**config.mk**
```make
export PLATFORM = sky130hd
export DESIGN_NAME = asid_tlb
export DESIGN_NICKNAME = d
export VERILOG_FILES = /design/src/rtl/tlb_pkg.sv /design/src/rtl/tlb_victim.sv /design/src/rtl/tlb_line.sv /design/src/rtl/asid_tlb.sv
export SDC_FILE = /design/constraint.sdc
export NUM_CORES = 1
export LEC_CHECK = 0
export BUFFER_PORTS_ARGS = -buffer_cell sky130_fd_sc_hd__buf_2
export CORE_ASPECT_RATIO = 0.7
export CORE_UTILIZATION = 55
export CTS_CLUSTER_SIZE = 10
export DETAILED_ROUTE_END_ITERATION = 10
export PLACE_DENSITY_LB_ADDON = 0.12
export SETUP_SLACK_MARGIN = 0.15
export SLEW_MARGIN = 20
export SYNTH_ARGS = -nofsm -noshare
export SYNTH_HDL_FRONTEND = slang
export SYNTH_HIERARCHICAL = 1
export SYNTH_SLANG_ARGS = --single-unit
```
**constraint.sdc**
```tcl
create_clock -name clk -period 7.8 [get_ports clk]
set_input_delay 2.34 -clock clk [delete_from_list [all_inputs] [get_ports clk]]
set_output_delay 2.34 -clock clk [all_outputs]
set_load 0.02 [all_outputs]
```
**src/rtl/tlb_pkg.sv**
```systemverilog
package tlb_pkg;

  localparam int ASID_W = 7;
  localparam int VPN_W  = 20;

  typedef enum logic [1:0] {
    VM_EVERY   = 2'd0,
    VM_NONE    = 2'd1,
    VM_SECTION = 2'd2,
    VM_GROUP   = 2'd3
  } va_match_e;

  typedef struct packed {
    logic              valid;
    logic [ASID_W-1:0] asid;
    logic [VPN_W-1:0]  vpn;
  } line_tag_t;

  // Address filter of an invalidation command against a stored page number.
  function automatic logic cmd_va_match(logic [VPN_W-1:0] vpn, logic [31:0] cmd);
    case (va_match_e'(cmd[1:0]))
      VM_EVERY:   return 1'b1;
      VM_SECTION: return vpn[19:10] == cmd[19:10];
      VM_GROUP:   return vpn[19:2] == cmd[19:2];
      default:    return 1'b0;
    endcase
  endfunction

  // Identifier filter: bit 31 enables the compare against bits [30:24].
  function automatic logic cmd_asid_match(logic [ASID_W-1:0] asid, logic [31:0] cmd);
    return !cmd[31] || (asid == cmd[30:24]);
  endfunction

  // Active line count: zero or out-of-range requests mean all lines.
  function automatic int unsigned clamp_lines(int unsigned req, int unsigned total);
    return (req == 0 || req > total) ? total : req;
  endfunction

  // Round-robin successor inside [0, span).
  function automatic int unsigned rr_next(int unsigned cur, int unsigned span);
    return (cur + 1 >= span) ? 0 : cur + 1;
  endfunction

endpackage

```
**src/rtl/tlb_victim.sv**
```systemverilog
module tlb_victim import tlb_pkg::*; #(
  parameter int NUM_LINES = 8,
  localparam int CNT_W = $clog2(NUM_LINES + 1),
  localparam int IDX_W = (NUM_LINES > 1) ? $clog2(NUM_LINES) : 1
) (
  input  logic             clk,
  input  logic             rst_n,
  input  logic [CNT_W-1:0] cfg_lines,
  input  logic             advance,
  output logic [IDX_W-1:0] victim,
  output logic [CNT_W-1:0] active_cnt
);

  logic [IDX_W-1:0] ptr_q;
  logic [IDX_W-1:0] ptr_next;

  assign active_cnt = CNT_W'(clamp_lines(32'(cfg_lines), NUM_LINES));
  assign victim     = (CNT_W'(ptr_q) >= active_cnt) ? '0 : ptr_q;
  assign ptr_next   = IDX_W'(rr_next(32'(victim), 32'(active_cnt)));

  always_ff @(posedge clk or negedge rst_n) begin
    if (!rst_n)       ptr_q <= '0;
    else if (advance) ptr_q <= ptr_next;
  end

  // the line chosen for a fill is always an active one
  a_r3_victim_in_range: assert property (@(posedge clk) disable iff (!rst_n)
    CNT_W'(victim) < active_cnt);

  // pointer steps by one when no wrap is due
  a_r3_ptr_step: assert property (@(posedge clk) disable iff (!rst_n)
    advance && (CNT_W'(victim) + CNT_W'(1) < active_cnt)
    |=> ptr_q == IDX_W'($past(victim) + IDX_W'(1)));

  // pointer wraps to zero at the end of the active range
  a_r3_ptr_wrap: assert property (@(posedge clk) disable iff (!rst_n)
    advance && (CNT_W'(victim) + CNT_W'(1) == active_cnt) |=> ptr_q == '0);

endmodule

```
**src/rtl/tlb_line.sv**
```systemverilog
module tlb_line import tlb_pkg::*; #(
  parameter int PFN_W  = 20,
  parameter int PERM_W = 3
) (
  input  logic              clk,
  input  logic              rst_n,
  input  logic              line_active,
  input  logic [ASID_W-1:0] lk_asid,
  input  logic [VPN_W-1:0]  lk_vpn,
  input  logic              wr_en,
  input  logic [ASID_W-1:0] wr_asid,
  input  logic [VPN_W-1:0]  wr_vpn,
  input  logic [PFN_W-1:0]  wr_pfn,
  input  logic [PERM_W-1:0] wr_perm,
  input  logic              flush_en,
  input  logic [31:0]       flush_cmd,
  output logic              hit,
  output logic [PFN_W-1:0]  rd_pfn,
  output logic [PERM_W-1:0] rd_perm
);

  line_tag_t          tag_q;
  logic [PFN_W-1:0]   pfn_q;
  logic [PERM_W-1:0]  perm_q;
  logic               kill;
  logic               unused_cmd_bits;

  assign unused_cmd_bits = ^flush_cmd[23:20];

  assign kill = flush_en && tag_q.valid
             && cmd_asid_match(tag_q.asid, flush_cmd)
             && cmd_va_match(tag_q.vpn, flush_cmd);

  always_ff @(posedge clk or negedge rst_n) begin
    if (!rst_n) begin
      tag_q  <= '0;
      pfn_q  <= '0;
      perm_q <= '0;
    end else if (wr_en) begin
      tag_q  <= '{valid: 1'b1, asid: wr_asid, vpn: wr_vpn};
      pfn_q  <= wr_pfn;
      perm_q <= wr_perm;
    end else if (kill) begin
      tag_q.valid <= 1'b0;
    end
  end

  assign hit     = line_active && tag_q.valid && (tag_q.asid == lk_asid) && (tag_q.vpn == lk_vpn);
  assign rd_pfn  = pfn_q;
  assign rd_perm = perm_q;

  // a matched line is gone at the next edge
  a_r6_kill_next: assert property (@(posedge clk) disable iff (!rst_n)
    kill && !wr_en |=> !tag_q.valid);

  // a fill is kept even when a command is applied in the same cycle
  a_r7_fill_survives: assert property (@(posedge clk) disable iff (!rst_n)
    wr_en && flush_en |=> tag_q.valid && tag_q.vpn == $past(wr_vpn));

  // an identifier-filtered command spares other identifiers
  a_r5_other_asid_kept: assert property (@(posedge clk) disable iff (!rst_n)
    flush_en && flush_cmd[31] && tag_q.valid && (tag_q.asid != flush_cmd[30:24]) && !wr_en
    |=> tag_q.valid);

endmodule

```
**src/rtl/asid_tlb.sv**
```systemverilog
module asid_tlb import tlb_pkg::*; #(
  parameter int NUM_LINES = 8,
  parameter int PFN_W     = 20,
  parameter int PERM_W    = 3,
  localparam int CNT_W = $clog2(NUM_LINES + 1),
  localparam int IDX_W = (NUM_LINES > 1) ? $clog2(NUM_LINES) : 1
) (
  input  logic              clk,
  input  logic              rst_n,
  input  logic [CNT_W-1:0]  cfg_active_lines,
  input  logic [ASID_W-1:0] lk_asid,
  input  logic [31:0]       lk_vaddr,
  output logic              lk_hit,
  output logic [PFN_W-1:0]  lk_pfn,
  output logic [PERM_W-1:0] lk_perm,
  input  logic              fill_en,
  input  logic [ASID_W-1:0] fill_asid,
  input  logic [31:0]       fill_vaddr,
  input  logic [PFN_W-1:0]  fill_pfn,
  input  logic [PERM_W-1:0] fill_perm,
  input  logic              flush_en,
  input  logic [31:0]       flush_cmd
);

  logic [IDX_W-1:0]     victim;
  logic [CNT_W-1:0]     active_cnt;
  logic [NUM_LINES-1:0] hit_vec;
  logic [PFN_W-1:0]     pfn_arr  [NUM_LINES];
  logic [PERM_W-1:0]    perm_arr [NUM_LINES];
  logic                 hit_any;
  logic [IDX_W-1:0]     hit_idx;
  logic                 unused_offsets;

  assign unused_offsets = ^{lk_vaddr[11:0], fill_vaddr[11:0]};

  tlb_victim #(.NUM_LINES(NUM_LINES)) u_victim (
    .clk        (clk),
    .rst_n      (rst_n),
    .cfg_lines  (cfg_active_lines),
    .advance    (fill_en),
    .victim     (victim),
    .active_cnt (active_cnt)
  );

  for (genvar g = 0; g < NUM_LINES; g++) begin : g_line
    tlb_line #(.PFN_W(PFN_W), .PERM_W(PERM_W)) u_line (
      .clk         (clk),
      .rst_n       (rst_n),
      .line_active (CNT_W'(g) < active_cnt),
      .lk_asid     (lk_asid),
      .lk_vpn      (lk_vaddr[31:12]),
      .wr_en       (fill_en && (victim == IDX_W'(g))),
      .wr_asid     (fill_asid),
      .wr_vpn      (fill_vaddr[31:12]),
      .wr_pfn      (fill_pfn),
      .wr_perm     (fill_perm),
      .flush_en    (flush_en),
      .flush_cmd   (flush_cmd),
      .hit         (hit_vec[g]),
      .rd_pfn      (pfn_arr[g]),
      .rd_perm     (perm_arr[g])
    );
  end

  // Lowest-numbered matching line wins.
  always_comb begin
    hit_any = 1'b0;
    hit_idx = '0;
    for (int i = NUM_LINES - 1; i >= 0; i--) begin
      if (hit_vec[i]) begin
        hit_any = 1'b1;
        hit_idx = IDX_W'(i);
      end
    end
  end

  assign lk_hit  = hit_any;
  assign lk_pfn  = hit_any ? pfn_arr[hit_idx]  : '0;
  assign lk_perm = hit_any ? perm_arr[hit_idx] : '0;

  // no hit comes from a line outside the active range
  a_r8_hit_active: assert property (@(posedge clk) disable iff (!rst_n)
    lk_hit |-> CNT_W'(hit_idx) < active_cnt);

  // a miss returns zeros
  a_r2_miss_zero: assert property (@(posedge clk) disable iff (!rst_n)
    !lk_hit |-> (lk_pfn == '0) && (lk_perm == '0));

  // unfiltered whole invalidation leaves nothing to hit
  a_r4_flush_all_empty: assert property (@(posedge clk) disable iff (!rst_n)
    flush_en && !flush_cmd[31] && (flush_cmd[1:0] == 2'd0) && !fill_en |=> !lk_hit);

endmodule

```
# ---- Yosys cells after proc, flatten, opt, wreduce, memory -nomap -nowiden
# Index checks and enable logic that the tools add are counted.
dict set report totals {
  regBits 411
  input_bits 141
  out_inout_bits 24
}
dict set report classes {
  add_sub_neg 1
  magnitude_cmp 12
  eq_ne 49
  n_mux 51
  bitwise_logic 1
  n_reduce_logical 77
}
# cell n
set ops {}
lappend ops {{20-bit equality test} 8}
lappend ops {{18-bit equality test} 8}
lappend ops {{7-bit equality test} 16}
lappend ops {{10-bit equality test} 8}
lappend ops {{20-bit binary-select mux with 3-bit select} 1}
lappend ops {{20-bit two-way mux} 3}
lappend ops {{1-bit logical AND} 56}
lappend ops {{3-bit two-way mux} 13}
lappend ops {{1-bit two-way mux} 24}
lappend ops {{1-bit one-hot mux with 3 select lines} 8}
lappend ops {{3-bit by 4-bit less-than comparator with 1-bit output, first input constant} 4}
lappend ops {{2-bit nonzero test} 8}
lappend ops {{3-bit equality test, second input constant} 4}
lappend ops {{3-bit binary-select mux with 3-bit select} 1}
lappend ops {{1-bit logical OR} 9}
lappend ops {{1-bit by 4-bit less-than comparator with 1-bit output, first input constant} 2}
lappend ops {{2-bit by 4-bit less-than comparator with 1-bit output, first input constant} 2}
lappend ops {{3-bit by 2-bit equality test with 1-bit output, second input constant} 2}
lappend ops {{3-bit by 1-bit adder with 4-bit output, second input constant} 1}
lappend ops {{2-bit equality test, second input constant} 2}
lappend ops {{3-bit by 4-bit greater-or-equal comparator with 1-bit output} 1}
lappend ops {{4-bit greater-or-equal comparator} 1}
lappend ops {{4-bit greater-or-equal comparator, second input constant} 1}
lappend ops {{4-bit greater-than comparator, second input constant} 1}
lappend ops {{7 further kinds} 7}

# ---- Depth between registers and ports, before layout
dict set report logic_depth {
  depth_word 20
  mapped_depth 17
  mapped_depth_nobuf 15
}

# ---- Hierarchy
# Netlist, hierarchy kept.
# mod instances cells_per_inst area_per_inst_um2
set modules_own_cells {}
lappend modules_own_cells {tlb_line 8 181 2476.1}
lappend modules_own_cells {asid_tlb 1 201 1706.6}
lappend modules_own_cells {tlb_victim 1 44 392.9}

# ---- Worst setup path after synthesis
# Ideal clock, no wire load.
dict set report synth_path {
  kind {input to output}
  from {in cfg_active_lines[1]}
  to {out lk_perm[0]}
  arrival_ps 5331
  slack_ps 129
  path_stages 17
  cell_sequence {nor3_1 -> nor2_1 -> inv_1 -> or2_2 -> a21o_1 -> nand2_1 -> nor4_1 -> nand4_1 -> nor4_2 -> nor2_1 -> o31ai_1 -> nand2_1 -> clkbuf_1 -> buf_2 -> nor2_1 -> a21oi_1 -> a211oi_1}
}
# item line
set synth_lines {}
lappend synth_lines {{start, declared} asid_tlb.sv:10} ;# input logic [CNT_W-1:0] cfg_active_lines,
lappend synth_lines {{4-bit greater-than comparator or 4-bit zero test (tied branches)} tlb_pkg.sv:36} ;# return (req == 0 || req > total) ? total : req;
lappend synth_lines {{1-bit logical OR *} tlb_pkg.sv:36}
lappend synth_lines {{4-bit two-way mux *} tlb_pkg.sv:36}
lappend synth_lines {{named net active_cnt[3]} asid_tlb.sv:26} ;# logic [CNT_W-1:0] active_cnt;
lappend synth_lines {{2-bit by 4-bit less-than comparator with 1-bit output *} asid_tlb.sv:49} ;# .line_active (CNT_W'(g) < active_cnt),
lappend synth_lines {{1-bit logical AND * (3 in a row)} tlb_line.sv:48} ;# assign hit = line_active && tag_q.valid && (tag_q.asid == lk_asid) && (tag_q.vpn == lk_vpn);
lappend synth_lines {{named net hit_vec[2]} asid_tlb.sv:27} ;# logic [NUM_LINES-1:0] hit_vec;
lappend synth_lines {{3-bit two-way mux (3 in a row)} asid_tlb.sv:70} ;# if (hit_vec[i]) begin
lappend synth_lines {{3-bit NOT with 4-bit output (implied by the code)} asid_tlb.sv:79} ;# assign lk_perm = hit_any ? perm_arr[hit_idx] : '0;
lappend synth_lines {{3-bit binary-select mux with 3-bit select} asid_tlb.sv:79}
lappend synth_lines {{3-bit two-way mux (implied by the code) (2 in a row)} asid_tlb.sv:79}
lappend synth_lines {{3-bit two-way mux *} asid_tlb.sv:79}
lappend synth_lines {{end, declared} asid_tlb.sv:15} ;# output logic [PERM_W-1:0] lk_perm,
# The timed path passes the listed nets; every way through them passes the cells marked *. The select of a mux whose other input is x is not followed.

# ---- Worst setup path after layout
dict set report layout_path {
  from {in cfg_active_lines[0]}
  to {out lk_pfn[8]}
}
# item line
set layout_lines {}
lappend layout_lines {{4-bit greater-than comparator or 4-bit zero test (tied branches)} tlb_pkg.sv:36}
lappend layout_lines {{1-bit logical OR *} tlb_pkg.sv:36}
lappend layout_lines {{4-bit two-way mux *} tlb_pkg.sv:36}
lappend layout_lines {{named net active_cnt[3]} asid_tlb.sv:26}
lappend layout_lines {{3-bit by 4-bit less-than comparator with 1-bit output *} asid_tlb.sv:49}
lappend layout_lines {{1-bit logical AND * (3 in a row)} tlb_line.sv:48}
lappend layout_lines {{named net hit_vec[6]} asid_tlb.sv:27}
lappend layout_lines {{3-bit two-way mux (7 in a row)} asid_tlb.sv:70}
lappend layout_lines {{3-bit NOT with 4-bit output (implied by the code)} asid_tlb.sv:78} ;# assign lk_pfn = hit_any ? pfn_arr[hit_idx] : '0;
lappend layout_lines {{20-bit binary-select mux with 3-bit select} asid_tlb.sv:78}
lappend layout_lines {{20-bit two-way mux (implied by the code) (2 in a row)} asid_tlb.sv:78}
lappend layout_lines {{20-bit two-way mux *} asid_tlb.sv:78}
lappend layout_lines {{end, declared} asid_tlb.sv:14} ;# output logic [PFN_W-1:0] lk_pfn,
# Marks and branches as above.

==> flow_summary.yaml <==
outcome:
  run_status: "finished, violations left"
  violated_checks: "setup timing"
critical_path:
  critical_path_cell_by_cell: "buf_6, nor3_4, nor2_4, inv_4, buf_4, a31o_4, nand2_2, nor4_2, buf_4, nand4_1, nor4_4, nand2b_4, a221oi_4, o21bai_4, buf_12, buf_16, mux4_2, a21o_1, buf_6"
  cp-end-kind: "output pin"
  timing_worst_setup_path_type: "in2out"
  critical_path.reg2reg.endpoint: "g_line[4].u_line/rd_pfn[13]"
  critPathArrivalTime_ps: 5520
  slowest_cell_on_the_critical_path: "sky130_fd_sc_hd__mux4_2"
  max_fanout_on_critical_path: 7
  critical_path.startpoint_type: "input port"
  worst-endpoint-required_ps: 5460
  worst-path-buf-inv: 7
  rr_worst_depth: 9
  launching_point_of_the_worst_reg2reg_path: "u_victim/ptr_q[0]"
  timing.critical_path.max_delay_family: "simple AND/OR/NAND/NOR gates"
  timing.critical_path.slowest_cell_delay_ps: 490
  reg2reg_slack_ps: 4360
synthesis:
  synth_edf_count: 0
  ys_dominant_reg_cell: "sky130_fd_sc_hd__dfrtp_1"
  synth_async_sr_flop_share: 1.00
  ys_ff_latch: 411
  postSynthCellCount: 1693
  ys_types: 52
  post_synth_instance_area_um2: 21900
  syn_avg_cell_area_um2: 12.9
  synthesis.yosys.warnings: 6
  synth.net_count: 1842
  yosysSeqAreaShare: 0.469
grt:
  initial_antenna_violation_count: 7
  grt_start_max_net_pins: 118
  grt_pass1_wl_um: 98600
  grt_pass1_vias: 15000
  grt_overflow: 0
  globalRouteTotalUtil: 0.331
timing:
  least_margin_pin_slew_ps: 1070
  setup_violators_final: 7
  timing_hold_violations_final: 0
  finalClockSkew_ps: 10.6
  rsz0062_at_grt: "true"
  timing.final.crit_period_ps: 7860
  fin_max_slew_vios: 0
  period_utilization_post_route: 1.01
  timing.final.ws_setup_ps: -62.6
  fmaxAchievable_ghz: 0.127
  min_hold_slack_ps: 500
  slew_headroom: 0.287
layout:
  layout_cells_sized_above_1: 0.421
  final_area_um2: 25900
  finalNetCount: 2077
  layout_common_cells: "411 x sky130_fd_sc_hd__dfrtp_1, 405 x sky130_fd_sc_hd__mux2_2, 256 x sky130_fd_sc_hd__xnor2_1, 161 x sky130_fd_sc_hd__xor2_1, 108 x sky130_fd_sc_hd__buf_2"
  layout.cells.most_common: "sky130_fd_sc_hd__dfrtp_1"
  layoutNonFillerInstCount: 2465
  fillCellCount: 2929
  area_growth_syn_to_layout_pct: 18.3
detailed_routing:
  dr.pass1.iters: 5
  postRouteWirelength_um: 66600
  drt_iter0_drc: 1201
  detail_route.vias_per_cell: 6.04
  drc: 0
  route.antenna.remaining_nets: 0
  routedWlPerCell_um: 27.0
  vias: 14900
clocking:
  htree_num_levels: 2
  clock_path_buffers: 3
  numCtsBuffers: 47
  clkLatencyLatePin_ps: 560
  tritoncts: "done"
  cts_clk_pin_slew_worst_paths_ps: 50
  clk_root_buffer_cell: "sky130_fd_sc_hd__clkbuf_16"
  cts_num_sinks: 411
floorplan:
  placement_row_count: 60
  initial_core_util: 0.564
  area_inside_the_core_boundary_um2: 38800
  die-height_um: 169
  area_enclosed_by_the_die_boundary_um2: 40600
  floorplan.io_pins: 165
  die_width_um: 241
hold_path:
  hold-path-cell-count: 1
  hold_path.class: "reg2reg"
  timing.hold.worst_endpoint: "g_line[2].u_line/rd_pfn[14]"
  hold_path.startpoint: "g_line[2].u_line/rd_pfn[14]"
placement:
  count_of_input_and_output_buffers: 136
  place.gp.congestion: 0.935
  place_area_um2: 23700
  inst_count_dp: 2375
  dp.final_hpwl_um: 45600
power:
  worst_ir_drop_vdd_mv: 0.200
  p_total_w: 0.00940
  static-leakage-power_nw: 11.3
  power.density_nw_per_um2: 363
job:
  cap_violations: 0
repair_timing:
item	in CTS	in global routing
setup buffers	13	12
endpoints found under the setup margin	23	23
hold buffers	0	0
resized for setup	78	70
pin swaps	38	36
cloned	2	4
registers in the layout, indices dropped and copies added (netlist names):
register	cells
g_line.u_line/rd_perm	24
g_line.u_line/rd_pfn	160
g_line.u_line/tag_q	224
u_victim/ptr_q	3
area by class of cell:
type | instances | area [µm²] | share of cell area
well taps | 527 | 659 | 0.0254
repair buffers | 248 | 1970 | 0.0760
multi-input cells | 1211 | 11700 | 0.451
inverters | 9 | 38.8 | 0.00150
flip-flops and latches | 411 | 10300 | 0.397
diodes | 5 | 12.5 | 0.000483
clock buffers | 51 | 1200 | 0.0463
clock inverters | 3 | 62.6 | 0.00241
how the worst max path moves through the flow:
stage / to / startpoint / cells past startpoint / slack, ps
3_5_place_dp: lk_pfn[14] / cfg_active_lines[1] / 20 / -220
5_1_grt: lk_pfn[10] / cfg_active_lines[0] / 20 / -190
4_1_cts: lk_pfn[8] / cfg_active_lines[3] / 18 / -110
3_3_place_gp: lk_pfn[14] / cfg_active_lines[1] / 20 / -240
6_report: lk_pfn[8] / cfg_active_lines[0] / 19 / -60
2_1_floorplan: lk_pfn[7] / cfg_active_lines[1] / 16 / 200
metrics by stage:
| stage | setup WS (ps) | utilization | setup TNS [ps] |
|---|---|---|---|
| 3_5_place_dp | -222 | 0.611 | -3700 |
| 4_1_cts | -106 | 0.654 | -1400 |
| 5_1_grt | -186 | 0.668 | -2600 |
| 2_1_floorplan | 197 | - | 0 |
| 6_report | -62.6 | 0.668 | -235 |
| 3_3_place_gp | -242 | 0.611 | -3440 |
cell families after synthesis:
logic type / count (synthesis) / synth area share
mux: 464 / 0.246
xor+xnor: 417 / 0.167
flops: 411 / 0.469
simple gates: 206 / 0.0553
compound gates: 116 / 0.0420
buf+inv: 71 / 0.0162
fa+ha+maj: 8 / 0.00457
cell usage after synthesis (7+ instances only):
cell type                  count  share of area
sky130_fd_sc_hd__mux2i_1      41          0.019
sky130_fd_sc_hd__nand3_1       8         0.0018
sky130_fd_sc_hd__nand2b_1      8         0.0023
sky130_fd_sc_hd__inv_1         8         0.0014
sky130_fd_sc_hd__nand4_1      64          0.018
sky130_fd_sc_hd__mux4_2       12          0.012
sky130_fd_sc_hd__o22ai_1      18         0.0051
sky130_fd_sc_hd__xor2_1      161          0.064
sky130_fd_sc_hd__ha_1          8         0.0046
sky130_fd_sc_hd__nor2b_1      10         0.0029
sky130_fd_sc_hd__o21ai_0       9         0.0021
sky130_fd_sc_hd__buf_2        52          0.012
sky130_fd_sc_hd__nor2_1       26         0.0045
sky130_fd_sc_hd__a21oi_1      16         0.0037
sky130_fd_sc_hd__xnor2_1     256           0.10
sky130_fd_sc_hd__a211oi_1     12         0.0041
sky130_fd_sc_hd__a21o_1       20         0.0069
sky130_fd_sc_hd__nor4_2        8         0.0046
sky130_fd_sc_hd__o31ai_1       9         0.0031
sky130_fd_sc_hd__nand2_1      28         0.0048
sky130_fd_sc_hd__o41ai_1       8         0.0032
sky130_fd_sc_hd__a41oi_1       8         0.0032
sky130_fd_sc_hd__clkbuf_1      7         0.0012
sky130_fd_sc_hd__nor4_1       34         0.0097
sky130_fd_sc_hd__mux2_2      406           0.21
sky130_fd_sc_hd__o41ai_2       8         0.0059
sky130_fd_sc_hd__dfrtp_1     411           0.47
per-layer routing:
| layer | track usage | routed length, µm | up-vias |
|---|---|---|---|
| met4 | 0.0698 | 1230 | 0 |
| li1 | - | - | 6525 |
| met2 | 0.461 | 27700 | 497 |
| met1 | 0.515 | 32300 | 7771 |
| met3 | 0.0812 | 5370 | 85 |
| met5 | 0 | 0 | - |
report_power, final:
part | internal [W] | leakage (nW) | switching, W
combinational | 0.00182 | 5.58 | 0.00147
sequential | 0.00317 | 5.08 | 0.000991
clock | 0.00111 | 0.618 | 0.000838
Power figures use the tool's default switching activity.
